==> src/rtl/l2tc_pkg.sv <==
package l2tc_pkg;

  typedef enum logic [2:0] {
    ST_IDLE,
    ST_LOOK,
    ST_WBACK,
    ST_FILL,
    ST_RESP
  } ctlState_t;

  // strobes from control to the tag/status datapath
  typedef struct packed {
    logic capture;    // latch the incoming request
    logic markDirty;  // write hit: set modified on the current line
    logic install;    // fill acknowledged: load tag and status
  } dpStrobe_t;

endpackage

==> src/rtl/l2tc_tagpath.sv <==
module l2tc_tagpath
  import l2tc_pkg::*;
#(
  parameter int ADDR_W = 16,
  parameter int LINES  = 16
) (
  input  logic              clk,
  input  logic              rstN,
  input  dpStrobe_t         strb,
  input  logic [ADDR_W-1:0] reqAddr,
  input  logic              reqWrite,
  input  logic              memShared,
  output logic              hit,
  output logic              victimDirty,
  output logic              isWrite,
  output logic [ADDR_W-1:0] victimAddr,
  output logic [ADDR_W-1:0] fillAddr,
  output logic              lineShared
);

  localparam int OFF_W = 2;
  localparam int IDX_W = $clog2(LINES);
  localparam int TAG_W = ADDR_W - IDX_W - OFF_W;

  logic [ADDR_W-1:0] curAddr;
  logic              curWrite;
  logic [IDX_W-1:0]  curIdx;
  logic [TAG_W-1:0]  curTag;

  logic [LINES-1:0]  validV;
  logic [LINES-1:0]  modV;
  logic [LINES-1:0]  shrV;
  logic [TAG_W-1:0]  tagMem [LINES];

  assign curIdx = curAddr[OFF_W +: IDX_W];
  assign curTag = curAddr[ADDR_W-1 -: TAG_W];

  always_ff @(posedge clk) begin
    if (!rstN) begin
      curAddr  <= '0;
      curWrite <= 1'b0;
    end else if (strb.capture) begin
      curAddr  <= reqAddr;
      curWrite <= reqWrite;
    end
  end

  // per-line status flags, each with its own select
  for (genvar i = 0; i < LINES; i++) begin : g_line
    logic sel;
    assign sel = (curIdx == IDX_W'(i));

    always_ff @(posedge clk) begin
      if (!rstN) begin
        validV[i] <= 1'b0;
        modV[i]   <= 1'b0;
        shrV[i]   <= 1'b0;
      end else if (sel && strb.install) begin
        validV[i] <= 1'b1;
        modV[i]   <= curWrite;
        shrV[i]   <= memShared;
      end else if (sel && strb.markDirty) begin
        modV[i]   <= 1'b1;
      end
    end

    always_ff @(posedge clk) begin
      if (sel && strb.install) tagMem[i] <= curTag;
    end
  end

  assign hit         = validV[curIdx] && (tagMem[curIdx] == curTag);
  assign victimDirty = validV[curIdx] && modV[curIdx];
  assign isWrite     = curWrite;
  assign victimAddr  = {tagMem[curIdx], curIdx, {OFF_W{1'b0}}};
  assign fillAddr    = {curTag, curIdx, {OFF_W{1'b0}}};
  assign lineShared  = shrV[curIdx];

endmodule

==> src/rtl/l2tc_ctl.sv <==
module l2tc_ctl
  import l2tc_pkg::*;
#(
  parameter int LATENCY = 2
) (
  input  logic      clk,
  input  logic      rstN,
  input  logic      reqValid,
  input  logic      hit,
  input  logic      victimDirty,
  input  logic      isWrite,
  input  logic      memAck,
  output logic      reqReady,
  output logic      respValid,
  output logic      respHit,
  output logic      memReqValid,
  output logic      memReqWrite,
  output logic      selVictim,
  output dpStrobe_t strb
);

  localparam int CNT_W = $clog2(LATENCY + 1);
  localparam logic [CNT_W-1:0] LAST = CNT_W'(LATENCY - 1);

  ctlState_t        state, nextState;
  logic [CNT_W-1:0] waitCnt;
  logic             hitReg;
  logic             lookDone;

  assign lookDone = (state == ST_LOOK) && (waitCnt == LAST);

  always_comb begin
    nextState = state;
    strb      = '0;
    unique case (state)
      ST_IDLE: begin
        if (reqValid) begin
          strb.capture = 1'b1;
          nextState    = ST_LOOK;
        end
      end
      ST_LOOK: begin
        if (lookDone) begin
          if (hit) begin
            strb.markDirty = isWrite;
            nextState      = ST_RESP;
          end else if (victimDirty) begin
            nextState = ST_WBACK;
          end else begin
            nextState = ST_FILL;
          end
        end
      end
      ST_WBACK: if (memAck) nextState = ST_FILL;
      ST_FILL: begin
        if (memAck) begin
          strb.install = 1'b1;
          nextState    = ST_RESP;
        end
      end
      ST_RESP:  nextState = ST_IDLE;
      default:  nextState = ST_IDLE;
    endcase
  end

  always_ff @(posedge clk) begin
    if (!rstN) begin
      state   <= ST_IDLE;
      waitCnt <= '0;
      hitReg  <= 1'b0;
    end else begin
      state <= nextState;
      if (state == ST_LOOK) waitCnt <= waitCnt + 1'b1;
      else                  waitCnt <= '0;
      if (lookDone) hitReg <= hit;
    end
  end

  assign reqReady    = (state == ST_IDLE);
  assign respValid   = (state == ST_RESP);
  assign respHit     = respValid && hitReg;
  assign memReqValid = (state == ST_WBACK) || (state == ST_FILL);
  assign memReqWrite = (state == ST_WBACK);
  assign selVictim   = (state == ST_WBACK);

endmodule

==> src/rtl/l2_wb_tag_cache.sv <==
module l2_wb_tag_cache
  import l2tc_pkg::*;
#(
  parameter int ADDR_W  = 16,
  parameter int LINES   = 16,
  parameter int LATENCY = 2
) (
  input  logic              clk,
  input  logic              rstN,
  input  logic              reqValid,
  output logic              reqReady,
  input  logic              reqWrite,
  input  logic [ADDR_W-1:0] reqAddr,
  output logic              respValid,
  output logic              respHit,
  output logic              respShared,
  output logic              memReqValid,
  output logic              memReqWrite,
  output logic [ADDR_W-1:0] memReqAddr,
  input  logic              memAck,
  input  logic              memShared
);

  dpStrobe_t         strb;
  logic              hit, victimDirty, isWrite, lineShared, selVictim;
  logic [ADDR_W-1:0] victimAddr, fillAddr;

  l2tc_tagpath #(.ADDR_W(ADDR_W), .LINES(LINES)) u_path (
    .clk(clk), .rstN(rstN), .strb(strb),
    .reqAddr(reqAddr), .reqWrite(reqWrite), .memShared(memShared),
    .hit(hit), .victimDirty(victimDirty), .isWrite(isWrite),
    .victimAddr(victimAddr), .fillAddr(fillAddr), .lineShared(lineShared)
  );

  l2tc_ctl #(.LATENCY(LATENCY)) u_ctl (
    .clk(clk), .rstN(rstN), .reqValid(reqValid),
    .hit(hit), .victimDirty(victimDirty), .isWrite(isWrite), .memAck(memAck),
    .reqReady(reqReady), .respValid(respValid), .respHit(respHit),
    .memReqValid(memReqValid), .memReqWrite(memReqWrite),
    .selVictim(selVictim), .strb(strb)
  );

  assign memReqAddr = selVictim ? victimAddr : fillAddr;
  assign respShared = respValid && lineShared;

endmodule

==> config.mk <==
export PLATFORM = sky130hd
export DESIGN_NAME = l2_wb_tag_cache
export DESIGN_NICKNAME = d
export VERILOG_FILES = /design/src/rtl/l2tc_pkg.sv /design/src/rtl/l2tc_tagpath.sv /design/src/rtl/l2tc_ctl.sv /design/src/rtl/l2_wb_tag_cache.sv
export SDC_FILE = /design/constraint.sdc
export NUM_CORES = 1
export LEC_CHECK = 0
export BUFFER_PORTS_ARGS = -buffer_cell sky130_fd_sc_hd__buf_2
export CORE_ASPECT_RATIO = 1.75
export CORE_MARGIN = 2
export CORE_UTILIZATION = 45
export DETAILED_ROUTE_END_ITERATION = 8
export PLACE_DENSITY = 0.66
export SETUP_SLACK_MARGIN = 0.4
export SLEW_MARGIN = 20
export SYNTH_ARGS = -nofsm -noshare
export SYNTH_HDL_FRONTEND = slang
export SYNTH_SLANG_ARGS = --single-unit
==> constraint.sdc <==
create_clock -name clk -period 2.35 [get_ports clk]
set_input_delay 0.1175 -clock clk [delete_from_list [all_inputs] [get_ports clk]]
set_output_delay 0.1175 -clock clk [all_outputs]
set_load 0.005 [all_outputs]
# Yosys cells after proc, flatten, opt, wreduce, memory -nomap -nowiden
# Memories as Yosys holds them, arrays and structs flattened. A register that Yosys moved wholly into a read port is not among the register bits.
# Index checks and enable logic that the tools add are counted.
dict set report classes {
  muxes 132
  addsub 1
  order_cmp 1
  n_eq_ne 25
  reduce_logical 73
}
# operator n
set op_table {}
lappend op_table {{$mux W10} 15}
lappend op_table {{$reduce_or A10 Y1} 15}
lappend op_table {{$mux W1} 90}
lappend op_table {{$mux W4} 17}
lappend op_table {{$logic_and A1 B1 Y1} 37}
lappend op_table {{$eq A4 B4 Y1 const B} 8}
lappend op_table {{$reduce_bool A2 Y1} 16}
lappend op_table {{$eq A4 B3 Y1 const B} 4}
lappend op_table {{$mux W16} 1}
lappend op_table {{$mux W3} 5}
lappend op_table {{$bmux W1 S4} 3}
lappend op_table {{$pmux W3 S4} 1}
lappend op_table {{$eq A10 B10 Y1} 1}
lappend op_table {{$eq A4 B2 Y1 const B} 2}
lappend op_table {{$eq A3 B2 Y1 const B} 2}
lappend op_table {{$ne A2 B2 Y1 const B} 3}
lappend op_table {{$lt A4 B5 Y1 const B} 1}
lappend op_table {{$eq A4 B1 Y1 const B} 1}
lappend op_table {{$logic_not A4 Y1} 1}
lappend op_table {{$reduce_and A4 Y1} 1}
lappend op_table {{$eq A3 B1 Y1 const B} 1}
lappend op_table {{$eq A3 B3 Y1 const B} 1}
lappend op_table {{$logic_not A3 Y1} 1}
lappend op_table {{$add A2 B1 Y2 const B} 1}
lappend op_table {{other kinds (4)} 4}
dict set report totals {
  ram_bits 160
  output_inout_bits 22
  memories 1
  register_bits 71
}
# name words width rd rd_ports_with_merged_regs write_ports line
set mem_list {}
lappend mem_list {u_path.tagMem 16 10 1 1 1 l2tc_tagpath.sv:33} ;# logic [TAG_W-1:0] tagMem [LINES];

# Logic depth before layout (Yosys ltp)
dict set report depth {
  word_depth 21
  ltp_mapped 12
}

# Hierarchy
# Synthesis repeated with hierarchy kept, for this count alone.
dict set report hier_totals {
  hier_cells 678
  area_unflattened_um2 10079.7
}
# module cells_per_inst area_per_inst_um2 seq_area_each_um2 instances
set by_module_without_submodules {}
lappend by_module_without_submodules {l2tc_tagpath 621 9466.6 6145.9 1}
lappend by_module_without_submodules {l2tc_ctl 38 357.8 120.1 1}
lappend by_module_without_submodules {l2_wb_tag_cache 19 255.2 0.0 1}

# Worst setup path after synthesis
# OpenSTA, ideal clock, no wires.
dict set report synth_path {
  path_type {reg-to-reg}
  startpoint {register (tool-made name)}
  endpoint {register u_path.modV[7]}
  arrival_ns 2.488
  path_buffers 2
  path_slack_ns -0.234
  period_less_slack_ns 2.584
  path_stages_with_launch 10
  path_cell_list {dfxtp_1 -> buf_6 -> mux4_2 -> and4b_4 -> nor4_2 -> o2111ai_1 -> nor4b_2 -> nand4_2 -> buf_6 -> o41ai_2}
}
# element line
set synth_rtl {}
lappend synth_rtl {{end signal, assigned by index} l2tc_tagpath.sv:60} ;# modV[i] <= curWrite;
lappend synth_rtl {{end, declared} l2tc_tagpath.sv:31} ;# logic [LINES-1:0] modV;

==> results by stage <==
Worst setup path:
- The highest fanout seen on the critical path is 16.
- The element type at the critical path start is a register.
- For this design, the slowest cell found on the critical path is mux4_2.
- STA classifies the critical path endpoint as a register.
- The critical path is of the reg2reg type.
- At the worst endpoint, the arrival time is 3120 ps.
- For the worst setup path, the data required time is 2760 ps.
- Traced cell by cell, the critical path runs through buf_12 > mux4_2 > mux2i_1 > mux2i_1 > xor2_1 > a2111oi_4 > nand4_2 > buf_12 > o41ai_2.
- The delay of the slowest critical-path stage is 480 ps.

Yosys:
- For this run, the register share of the synthesized area comes to 0.624.
- In the synthesized netlist the dominant register cell turns out to be edfxtp_1.
- The leading area contributor after synthesis is edfxtp_1.
- Sorting the synthesized cells by area gives the leading types as edfxtp_1, dfxtp_1, mux4_2.
- The share of async-settable or async-resettable flops after synthesis is 0.
- The synthesized netlist contains 57 unique library cells.
- The mean area per synthesized cell is 14.2 um2.
- The synthesized cell area is 10000 um2.
- The total number of yosys warnings is 0.
- The instance count of the mapped netlist is 709.
- The top-area cell type share of the netlist area is 0.478.
- The register bit total from synthesis is 233.
- Yosys mapped a number of flops with a built-in enable equal to 160.

Floorplanning:
- The cell row count is 72.
- The horizontal die dimension is 117 um.
- The number of top-level design ports is 44.
- The core region is 22000 um2.
- The vertical die dimension is 202 um.
- The die footprint is 23600 um2.
- The starting density of the core is 0.457.

Clock network:
- Counting the buffers created by CTS gives 21.
- The tree is rooted in a clkbuf_16.
- The level count of the clock H-tree is 1.
- Clock latency on the worst-skew pair, taken at its later pin, is 520 ps.
- The tree built by TritonCTS fans out to 233 sinks.
- The clock-pin slew of the registers on the worst-case setup and hold paths is 70 ps.
- The TritonCTS clock tree is built.
- The maximum buffer depth of the clock tree is 3.

Cells and area:
- Fill cells in the final layout number 1710.
- The area taken by multi-input logic gates is 3730 um2.
- Leaving out fill and tap cells, the most frequent cell in the layout is edfxtp_1.
- In the layout the commonest cells are edfxtp_1, nand2_1, buf_4.
- The sequential cell area in the final layout is 6280 um2.
- The repair_antennas step left the layout with diodes totalling 0.
- Of the cells placed in the final design, the portion with a size suffix greater than 1 is 0.377.
- The non-filler instance count after layout is 1176.
- The layout-stage area growth over the synthesis result is 29.9%.
- The total number of nets in the final design is 888.

Timing:
- The worst clock skew is 25.1 ps.
- The setup TNS is -7220 ps.
- Derived from the worst setup path, the maximum achievable clock frequency is 369 MHz.
- Setup repair after global routing could not meet its margin everywhere.
- The number of slew-limit violations in the final report came to 0.
- For the pin with the worst max-slew slack, the measured transition is 825 ps.
- Setup violations remaining at the end of the flow were counted as 28.
- The final number of hold-violating endpoints is 0.
- In this run the tightest slew margin relative to its limit is 0.450.
- The final clock period utilization by the worst path is 1.15.
- Across all setup checks in the final design, the least slack found is -362 ps.
- The smallest clock period supported by the final layout is computed as 2710 ps.

Flow run:
- The max capacitance violation total is 0.

Place:
- During placement, the flow inserted port buffers numbering 39.
- Routability-driven placement finished with a final weighted congestion of 0.883.
- The total instance count after detailed placement is 1085.
- Detailed placement finished with a half-perimeter wire length of 17200 um.
- The pre-CTS setup slack is -458 ps.

Drt:
- The total detailed-routing wirelength is 27300 um.
- For this block, the initial DRC count from the detailed router was 321.
- The remaining number of nets flagged by the antenna check after routing is 0.
- After detailed routing, the number of remaining DRC violations is 0.
- For this run, the detailed router's first-pass iteration total came to 5.
- The mean number of vias per cell is 5.69.
- The routed wire length per instance is 23.2 um.
- Across all layers, the routed design uses 6687 vias.

GRT:
- The number of global-route vias before repair is 7085.
- For this run, the total global-route usage over all layers was measured as 0.233.
- The maximum number of pins on one net before global-route repair is 50.
- The first global-routing pass estimated 40700 um of wire.
- The initial antenna violation count is 0.
- The remaining global-route overflow is 0.

Power:
- In this run the static leakage power is 4.84 nW.
- VDD sags by at most 0.764 mV.
- The total power consumption of the routed design is 9.25 mW.
- Dividing total power by cell area gives a power density of 709 nW/um2.

Min path:
- In this run the worst hold path is classified as in2reg.

Outcome:
- The run finished, with violations left.
- The checks that failed: negative setup slack.
[through the flow]
step,hold slack (ps),util,instance area (um2)
after CTS,10.9,0.579,12700
after detailed placement,381,0.514,11300
after global routing,36.7,0.594,13100
after global placement,372,0.514,11300
final,26.0,0.594,13100
after floorplan,262,-,10100
[worst max-delay path, delay by kind of cell (launching register included)]
kind / cells / cell delay, ps
XOR/XNOR: 1 / 190
multiplexers: 3 / 830
AND/OR/NAND/NOR: 1 / 190
buffers and inverters: 2 / 320
flip-flops: 1 / 400
AO/OA/AOI/OAI: 2 / 690
[final cells by class]
type | count | area share
Sequential cell | 233 | 0.482
Clock buffer | 25 | 0.0463
Inverter | 16 | 0.00652
Clock inverter | 13 | 0.0122
Timing Repair Buffer | 180 | 0.139
Multi-Input combinational cell | 411 | 0.286
Timing Repair inverter | 2 | 0.000959
Tap cell | 296 | 0.0284
[synth_stat cells, drive strengths merged, types with 15 or more instances]
cell / number
inv: 16
clkbuf: 26
o41ai: 16
o21a: 16
nor2: 21
edfxtp: 160
dfxtp: 73
o21bai: 16
buf: 24
mux4: 40
nand2: 90
a21boi: 30
mux2i: 41
mux2: 15
[metal layers]
| layer | GRT usage | vias up | wire (um) | part of all wire |
|---|---|---|---|---|
| met5 | 0 | - | 0 | 0 |
| met1 | 0.265 | 3316 | 9610 | 0.35 |
| met2 | 0.417 | 284 | 14700 | 0.54 |
| met4 | 0.122 | 0 | 1580 | 0.058 |
| met3 | 0.0280 | 85 | 1450 | 0.053 |
| li1 | - | 3002 | - | - |
[path summary, 6_finish.rpt]
path                                                   from                           end  slack, ps  cells after the start
worst max-delay path                               register  u_path.modV[15]$_SDFFE_PN0P_       -360                      9
worst min register to register  u_ctl.waitCnt[0]$_SDFF_PN0_   u_ctl.waitCnt[0]$_SDFF_PN0_        430                      1
worst min-delay path                              memShared   u_path.shrV[8]$_SDFFE_PN0P_         30                      3
worst max register to register                     register  u_path.modV[15]$_SDFFE_PN0P_       -360                      9
[sequential cells by signal, summed over array words and instances (netlist names), named ones only]
name            cells
u_path.tagMem     160
u_path.modV        16
u_path.shrV        16
u_path.validV      16
u_path.curAddr     14
u_ctl.state         3
u_ctl.waitCnt       2
u_ctl.hitReg        1
u_path.isWrite      1
[what timing repair did]
action	4_1_cts	5_1_grt
hold buffers	16	0
endpoints found under the hold margin	20	0
pin swaps	17	16
endpoints found under the setup margin	110	118
gates resized for setup	76	49
buffers inserted	20	12
cloned	3	2
[power breakdown]
| group | internal (mW) | total (mW) | leakage (nW) | switching, mW |
|---|---|---|---|---|
| combinational | 0.535 | 1.06 | 2.39 | 0.526 |
| clock | 2.19 | 3.73 | 0.374 | 1.53 |
| sequential | 4.42 | 4.46 | 2.08 | 0.0403 |
[cell families after synthesis]
group	synth area share
and+or+nand+nor	0.0838
other	0.000373
xor gates and xnor gates	0.00610
muxes	0.147
buffers and inverters	0.0346
AOI/OAI and AO/OA	0.103
DFF	0.624
adders and majority gates	0.00125
No activity file was read; power rests on OpenSTA's default activity.
